==> src/rtl/arb_pkg.sv <==
package arb_pkg;
  typedef enum logic {OWN_VID = 1'b0, OWN_AUD = 1'b1} owner_e;
  localparam int unsigned PIN_W = 3;
  localparam int unsigned IDX_GNT = 0;
  localparam int unsigned IDX_FRAME = 1;
  localparam int unsigned IDX_IRDY = 2;
endpackage

==> src/rtl/pin_sync.sv <==
module pin_sync #(
  parameter int unsigned W      = 3,
  parameter int unsigned STAGES = 1
) (
  input  logic         clk,
  input  logic         rst_n,
  input  logic [W-1:0] d_i,
  output logic [W-1:0] q_o
);
  logic [W-1:0] stg [STAGES];

  for (genvar i = 0; i < STAGES; i++) begin : g_stage
    if (i == 0) begin : g_first
      always_ff @(posedge clk) begin
        if (!rst_n) stg[0] <= '0;
        else        stg[0] <= d_i;
      end
    end else begin : g_rest
      always_ff @(posedge clk) begin
        if (!rst_n) stg[i] <= '0;
        else        stg[i] <= stg[i-1];
      end
    end
  end

  assign q_o = stg[STAGES-1];
endmodule

==> src/rtl/lock_ctl.sv <==
module lock_ctl
  import arb_pkg::*;
(
  input  logic   clk,
  input  logic   rst_n,
  input  logic   vid_gnt_i,
  input  logic   aud_gnt_i,
  input  logic   gnt_q_i,
  input  logic   frame_q_i,
  input  logic   irdy_q_i,
  output logic   locked_o,
  output owner_e owner_o
);
  logic seen_frame;
  logic release_now;

  // bus idle after a transaction, or grant pulled before one began
  assign release_now = locked_o && !frame_q_i && !irdy_q_i
                       && (seen_frame || !gnt_q_i);

  always_ff @(posedge clk) begin
    if (!rst_n) begin
      locked_o   <= 1'b0;
      owner_o    <= OWN_VID;
      seen_frame <= 1'b0;
    end else if (release_now) begin
      locked_o   <= 1'b0;
      seen_frame <= 1'b0;
    end else if (locked_o) begin
      seen_frame <= seen_frame | frame_q_i;
    end else if (vid_gnt_i || aud_gnt_i) begin
      locked_o   <= 1'b1;
      owner_o    <= aud_gnt_i ? OWN_AUD : OWN_VID;
      seen_frame <= 1'b0;
    end
  end

  a_r5_owner_hold: assert property (@(posedge clk) disable iff (!rst_n)
    (locked_o && !release_now) |=> (locked_o && $stable(owner_o)));

  a_r7_idle_release: assert property (@(posedge clk) disable iff (!rst_n)
    (locked_o && seen_frame && !frame_q_i && !irdy_q_i) |=> !locked_o);
endmodule

==> src/rtl/req_merge.sv <==
module req_merge
  import arb_pkg::*;
(
  input  logic   clk,
  input  logic   rst_n,
  input  logic   vid_req_i,
  input  logic   aud_req_i,
  input  logic   strict_i,
  input  logic   locked_i,
  input  owner_e owner_i,
  output logic   req_q_o
);
  logic req_d;
  logic owner_req;

  assign owner_req = (owner_i == OWN_AUD) ? aud_req_i : vid_req_i;
  assign req_d     = (strict_i && locked_i) ? owner_req
                                            : (vid_req_i | aud_req_i);

  always_ff @(posedge clk) begin
    if (!rst_n) req_q_o <= 1'b0;
    else        req_q_o <= req_d;
  end

  a_r6_other_cannot_hold: assert property (@(posedge clk) disable iff (!rst_n)
    (strict_i && locked_i && owner_i == OWN_VID && !vid_req_i) |=> !req_q_o);

  a_r2_any_request: assert property (@(posedge clk) disable iff (!rst_n)
    (!locked_i && (vid_req_i || aud_req_i)) |=> req_q_o);
endmodule

==> src/rtl/grant_steer.sv <==
module grant_steer
  import arb_pkg::*;
(
  input  logic   clk,
  input  logic   rst_n,
  input  logic   gnt_q_i,
  input  logic   aud_req_i,
  input  logic   qual_i,
  input  logic   req_q_i,
  input  logic   locked_i,
  input  owner_e owner_i,
  output logic   vid_gnt_o,
  output logic   aud_gnt_o
);
  logic pick_aud;
  logic pass;

  assign pick_aud  = locked_i ? (owner_i == OWN_AUD) : aud_req_i;
  assign pass      = gnt_q_i && (!qual_i || req_q_i);
  assign vid_gnt_o = pass && !pick_aud;
  assign aud_gnt_o = pass &&  pick_aud;

  a_r9_single_grant: assert property (@(posedge clk) disable iff (!rst_n)
    $onehot0({vid_gnt_o, aud_gnt_o}));

  a_r8_no_grant_unrequested: assert property (@(posedge clk) disable iff (!rst_n)
    (qual_i && !req_q_i) |-> !(vid_gnt_o || aud_gnt_o));

  a_r5_no_preempt: assert property (@(posedge clk) disable iff (!rst_n)
    (locked_i && owner_i == OWN_VID) |-> !aud_gnt_o);
endmodule

==> src/rtl/dual_req_arbiter.sv <==
module dual_req_arbiter
  import arb_pkg::*;
#(
  parameter int unsigned PIN_STAGES = 1
) (
  input  logic clk,
  input  logic rst_n,
  input  logic vid_req_i,
  input  logic aud_req_i,
  output logic vid_gnt_o,
  output logic aud_gnt_o,
  output logic req_n_o,
  input  logic gnt_n_i,
  input  logic frame_n_i,
  input  logic irdy_n_i,
  input  logic strict_mode_i,
  input  logic qual_mode_i
);
  logic [PIN_W-1:0] pins_hi;
  logic [PIN_W-1:0] pins_q;
  logic   locked;
  owner_e owner;
  logic   req_q;

  assign pins_hi[IDX_GNT]   = ~gnt_n_i;
  assign pins_hi[IDX_FRAME] = ~frame_n_i;
  assign pins_hi[IDX_IRDY]  = ~irdy_n_i;

  pin_sync #(.W(PIN_W), .STAGES(PIN_STAGES)) u_sync (
    .clk(clk), .rst_n(rst_n), .d_i(pins_hi), .q_o(pins_q)
  );

  lock_ctl u_lock (
    .clk(clk), .rst_n(rst_n),
    .vid_gnt_i(vid_gnt_o), .aud_gnt_i(aud_gnt_o),
    .gnt_q_i(pins_q[IDX_GNT]), .frame_q_i(pins_q[IDX_FRAME]),
    .irdy_q_i(pins_q[IDX_IRDY]),
    .locked_o(locked), .owner_o(owner)
  );

  req_merge u_req (
    .clk(clk), .rst_n(rst_n),
    .vid_req_i(vid_req_i), .aud_req_i(aud_req_i),
    .strict_i(strict_mode_i), .locked_i(locked), .owner_i(owner),
    .req_q_o(req_q)
  );

  grant_steer u_gnt (
    .clk(clk), .rst_n(rst_n),
    .gnt_q_i(pins_q[IDX_GNT]), .aud_req_i(aud_req_i),
    .qual_i(qual_mode_i), .req_q_i(req_q),
    .locked_i(locked), .owner_i(owner),
    .vid_gnt_o(vid_gnt_o), .aud_gnt_o(aud_gnt_o)
  );

  assign req_n_o = ~req_q;

  a_r1_reset_quiet: assert property (@(posedge clk)
    !rst_n |=> (req_n_o && !vid_gnt_o && !aud_gnt_o));
endmodule

==> config.mk <==
export PLATFORM = sky130hd
export DESIGN_NAME = dual_req_arbiter
export DESIGN_NICKNAME = d
export VERILOG_FILES = /design/src/rtl/arb_pkg.sv /design/src/rtl/pin_sync.sv /design/src/rtl/lock_ctl.sv /design/src/rtl/req_merge.sv /design/src/rtl/grant_steer.sv /design/src/rtl/dual_req_arbiter.sv
export SDC_FILE = /design/constraint.sdc
export NUM_CORES = 1
export LEC_CHECK = 0
export ABC_AREA = 1
export BUFFER_PORTS_ARGS = -buffer_cell sky130_fd_sc_hd__buf_4
export CORE_AREA = 2 2 39 41
export DETAILED_ROUTE_END_ITERATION = 10
export DIE_AREA = 0 0 41 43
export SKIP_CTS_REPAIR_TIMING = 1
export SYNTH_ARGS = -nofsm -noshare
export SYNTH_HDL_FRONTEND = slang
export SYNTH_SLANG_ARGS = --single-unit
==> constraint.sdc <==
create_clock -name clk -period 1 [get_ports clk]
set_clock_uncertainty 0.15 [all_clocks]
set_input_delay 0.1 -clock clk [delete_from_list [all_inputs] [get_ports clk]]
set_output_delay 0.1 -clock clk [all_outputs]
set_load 0.01 [all_outputs]
# Word level (Yosys, flattened, before mapping)
# Memory sizes are Yosys's and may differ from the RTL's.
# Cells that the tools add are included.
word_totals:
  elab_cells: 45
  mem_bits_rw: 3
  memories: 1
  output_inout_bits: 3
  inputBits: 9
  ff_bits: 4
memory_table:
  columns: ["name", "words", "word_bits", "read_ports", "rd_ports_with_merged_regs", "wr", "line_no", "text"]
  rows:
  - ["u_sync.stg", 1, 3, 1, 0, 1, "pin_sync.sv:10", "logic [W-1:0] stg [STAGES];"]
op_classes:
  mux: 12
  bitwise: 9
  reduce_logical: 19
op_table:
  columns: ["operator", "count"]
  rows:
  - ["1-bit two-way mux", 11]
  - ["1-bit logical AND", 7]
  - ["1-bit NOT", 7]
  - ["1-bit zero test", 5]
  - ["1-bit logical OR", 3]
  - ["3-bit two-way mux", 1]
  - ["3-bit AND reduction", 1]
  - ["3-bit OR reduction", 1]
  - ["1-bit bitwise OR", 2]
  - ["2-bit nonzero test", 1]
  - ["2-bit OR reduction", 1]

# Depth between registers and ports, before layout
logic_depth:
  word_depth: 7
  ltp_mapped: 6
  depth_no_buf: 6

# Cells and area by module
# From an unflattened synthesis, not the netlist that was laid out.
unflattened:
  cells_unflattened: 58
  area_unflattened_um2: 372.9
by_module_without_submodules:
  columns: ["mod", "area_each_um2", "n_inst", "cells_each", "seq_area_each_um2"]
  rows:
  - ["lock_ctl", 158.9, 1, 23, 60.1]
  - ["pin_sync", 82.6, 1, 9, 60.1]
  - ["req_merge", 61.3, 1, 8, 20.0]
  - ["grant_steer", 55.1, 1, 14, 0.0]
  - ["dual_req_arbiter", 15.0, 1, 4, 0.0]

# Worst setup path before layout
# OpenSTA, ideal clock, no wires.
synth_path:
  path_kind: "register -> output"
  startpoint: "register u_req.req_q_o"
  endpoint: "output port aud_gnt_o"
  path_stages_with_launch: 6
  arrival_time_ns: 0.736
  required_ns: 0.750
  path_slack_ns: 0.014
  path_buffers: 0
  cell_sequence: "dfxtp_1 -> inv_1 -> nand2_2 -> nand2_1 -> inv_1 -> and2_1"
synth_via:
  elab_chain_cells: 3
synth_lines:
  columns: ["item", "line_no", "text"]
  rows:
  - ["start, declared", "req_merge.sv:11", "output logic req_q_o"]
  - ["start signal, assigned", "req_merge.sv:22", "else req_q_o <= req_d;"]
  - ["1-bit logical OR", "grant_steer.sv:19", "assign pass = gnt_q_i && (!qual_i || req_q_i);"]
  - ["1-bit logical AND", "grant_steer.sv:19", null]
  - ["1-bit logical AND", "grant_steer.sv:21", "assign aud_gnt_o = pass && pick_aud;"]
  - ["end, declared", "dual_req_arbiter.sv:11", "output logic aud_gnt_o,"]
# No other way between the ends.

# Final worst setup path
# Ends and elaborated chain as after synthesis.

==> PnR_summary.wiki <==
{| class="wikitable"
! Metric !! Value
|-
| Sequential share of the synthesized area || 0.483
|-
| Netlist Area Pre-Place || 290 µm²
|-
| Slew headroom || 0.912
|-
| Gp weighted congestion || 0.785
|-
| Least-Margin Pin Slew || 0.133 ns
|-
| Ys async rst share || 0
|-
| Tightest hold margin || 0.0470 ns
|-
| Number of buffer and inverter stages on the critical path || 3
|-
| Vias in the first global route || 288
|-
| Final standard cell area without fillers || 574 µm²
|-
| Count leader, synth || sky130_fd_sc_hd__nor2_1
|-
| Max FO, Critical Path || 2
|-
| Number of flops mapped to enable cells by yosys || 0
|-
| Post-detailed-route via-to-cell ratio || 3.85
|-
| Number of nets in the synthesized netlist || 50
|-
| Unrepaired setup endpoints after global routing || yes
|-
| Worst slack after detailed placement || -0.0481 ns
|-
| Run status || finished, violations left
|-
| Final core area utilization || 0.415
|-
| Floorplan Core Area || 1380 µm²
|-
| FF+latch area || 144 µm²
|-
| Cell with the largest stage delay on the worst path || sky130_fd_sc_hd__dfxtp_2
|-
| Drt pass-1 iters || 2
|-
| Startpoint class of the critical path || register
|-
| Filler Cells Inserted || 145
|-
| Routed WL per cell || 8.24 µm
|-
| Overflow after GRT || 0
|-
| Total of warnings raised by yosys || 0
|-
| Multi-input combinational cell area || 151 µm²
|-
| Number of DRC violations after detailed routing || 0
|-
| Root buffer cell || sky130_fd_sc_hd__clkbuf_4
|-
| Finish-stage setup viols || 6
|-
| Required time of the critical path || 0.75 ns
|-
| Cell total after placement || 74
|-
| IO buf count || 11
|-
| Failing checks || negative setup slack
|-
| Biggest area contributors in the synthesized netlist || sky130_fd_sc_hd__dfxtp_1 48%, sky130_fd_sc_hd__nor2_1 13%, sky130_fd_sc_hd__nand2_1 10%, sky130_fd_sc_hd__inv_1 7.8%, sky130_fd_sc_hd__nand3_2 3.4%
|-
| Total wirelength of the detailed-routed design || 700 µm
|-
| Synth-to-layout area growth || 97.8%
|-
| N_diodes || 0
|-
| Number of max-cap violations || 0
|-
| Count of placed standard cells in the final layout, fillers left out || 85
|-
| Final slew viol count || 0
|-
| Global router's overall resource usage || 0.0926
|-
| Clock tree from TritonCTS || yes
|-
| Critical Path Most Common Cell || sky130_fd_sc_hd__nand2_2
|-
| VDD IR-drop max || 0.557 mV
|-
| Number of instances in the synthesized netlist || 41
|-
| Per-instance average area after synthesis || 7.08 µm²
|-
| Maximum number of pins on one net before global-route repair || 5
|-
| Final-layout setup total negative slack || -0.610 ns
|-
| Minimum setup slack in the final design || -0.281 ns
|-
| Shortest clock period the worst path allows after layout || 1.28 ns
|-
| Layout cell share with drive strength beyond 1 || 0.522
|-
| Number of different library cells in the post-synthesis netlist || 13
|-
| Count of standard-cell rows || 14
|-
| Total vias in the final route || 327
|-
| CP peak stage delay || 0.31 ns
|-
| Leak pwr || 0.277 nW
|-
| Synthesis-stage register bit count || 7
|-
| TritonCTS Buffers || 3
|-
| Max clock buf depth || 2
|-
| First-pass GRT wire length || 1010 µm
|-
| Area share of the largest cell type after synthesis || 0.483
|-
| Clock-pin slew reported for the worst setup and hold paths after clock tree synthesis || 0.05 ns
|-
| Net count, final || 79
|-
| Overall power after layout || 0.715 mW
|-
| Antenna violations before repair || 0
|-
| Number of top-level pins || 12
|-
| FMAX || 781 MHz
|-
| Period utilisation layout || 1.28
|-
| Post-placement cell area || 438 µm²
|-
| Later-pin clock latency in the skew report || 0.25 ns
|-
| CP Data Arrival Time || 1.03 ns
|-
| Half-perimeter wire length after placement || 476 µm
|-
| Final Hold Viols || 0
|-
| Worst Hold Class || input port to register
|-
| Critical path capture point type || primary output
|-
| Sink Count || 7
|-
| Initial drt markers || 3
|-
| H-tree levels || 1
|-
| Most common flop cell mapped by yosys || sky130_fd_sc_hd__dfxtp_1
|-
| Type of the worst setup path || register to primary output
|-
| Crit path max-delay family || flip-flops
|-
| Ranking of synthesized cells by instance count || 10 x sky130_fd_sc_hd__nor2_1, 8 x sky130_fd_sc_hd__nand2_1, 7 x sky130_fd_sc_hd__dfxtp_1
|-
| DIE AREA || 1760 µm²
|-
| Post-DRT Antenna Nets || 0
|-
| Cell taking the most area after synthesis || sky130_fd_sc_hd__dfxtp_1
|-
| Crit-path cells || inv_2 > nand2_2 > nand2_2 > inv_1 > and2_4 > buf_6
|-
| PD cells || 1240 nW/µm²
|-
| Die boundary width || 41 µm
|-
| Effective utilization at floorplan || 0.210
|-
| DIE HEIGHT || 43 µm
|}
[layer usage]
metal,GRT usage,share of wire,vias to the layer above
li1,-,-,182
met1,0.0939,0.37,134
met2,0.131,0.57,11
met3,0.0785,0.063,0
met4,0.0400,0,0
met5,0,0,-
[worst min-delay path, cell delays in order]
cell                      delay [ns]
sky130_fd_sc_hd__buf_4          0.08
sky130_fd_sc_hd__nand2_2        0.06
sky130_fd_sc_hd__o21ai_2        0.11
sky130_fd_sc_hd__a21oi_1        0.05
[area by class of cell]
type | instances | share of cell area
clock buffer | 4 | 0.0458
inverter | 7 | 0.0458
multi-input combinational | 27 | 0.264
sequential | 7 | 0.251
tap | 16 | 0.0349
timing repair buffer | 24 | 0.359
[sequential cells by signal, indices dropped and copies added, names as in the netlist]
register,cells
u_sync.stg,3
u_lock.locked_o,1
u_lock.owner_o,1
u_lock.seen_frame,1
u_req.req_q_o,1
[report_power, final]
| group | total (mW) | internal [mW] | switching, mW |
|---|---|---|---|
| Clock | 0.253 | 0.152 | 0.101 |
| Sequential | 0.304 | 0.297 | 0.00682 |
| Combinational | 0.158 | 0.0926 | 0.0651 |
| Total | 0.715 | 0.542 | 0.173 |
[cells in the final DEF, fill, tap and decap left out]
master,Yosys,final
sky130_fd_sc_hd__inv_2,1,2
sky130_fd_sc_hd__nand2_2,1,5
sky130_fd_sc_hd__buf_6,0,3
sky130_fd_sc_hd__nand3_4,0,1
sky130_fd_sc_hd__dfxtp_1,7,4
sky130_fd_sc_hd__o21ai_1,1,1
sky130_fd_sc_hd__nand3_1,1,1
sky130_fd_sc_hd__o21ai_2,1,3
sky130_fd_sc_hd__dfxtp_2,0,3
sky130_fd_sc_hd__inv_1,6,5
sky130_fd_sc_hd__nor2_1,10,10
sky130_fd_sc_hd__a21oi_1,1,1
sky130_fd_sc_hd__dlygate4sd3_1,0,6
sky130_fd_sc_hd__and2_4,0,1
sky130_fd_sc_hd__buf_4,0,15
sky130_fd_sc_hd__clkbuf_1,0,1
sky130_fd_sc_hd__clkbuf_4,0,3
sky130_fd_sc_hd__nand2_1,8,4
[worst paths after layout]
kind | start | end | slack, ns | cells after the start
setup / recovery | u_req.req_q_o$_SDFF_PN0_ | aud_gnt_o | -0.28 | 6
hold / removal | strict_mode_i | u_req.req_q_o$_SDFF_PN0_ | 0.05 | 4
setup reg to reg | u_req.req_q_o$_SDFF_PN0_ | u_lock.owner_o$_SDFFE_PN0P_ | -0.03 | 7
hold reg to reg | u_lock.owner_o$_SDFFE_PN0P_ | u_req.req_q_o$_SDFF_PN0_ | 0.36 | 2
[cell families after synthesis]
group / count (synthesis) / synth area share
AO/OA/AOI/OAI: 5 / 0.0991
buffers and inverters: 7 / 0.0905
flip-flops: 7 / 0.483
AND/OR/NAND/NOR: 22 / 0.328
Note: power is estimated with default switching activity, not from simulation.
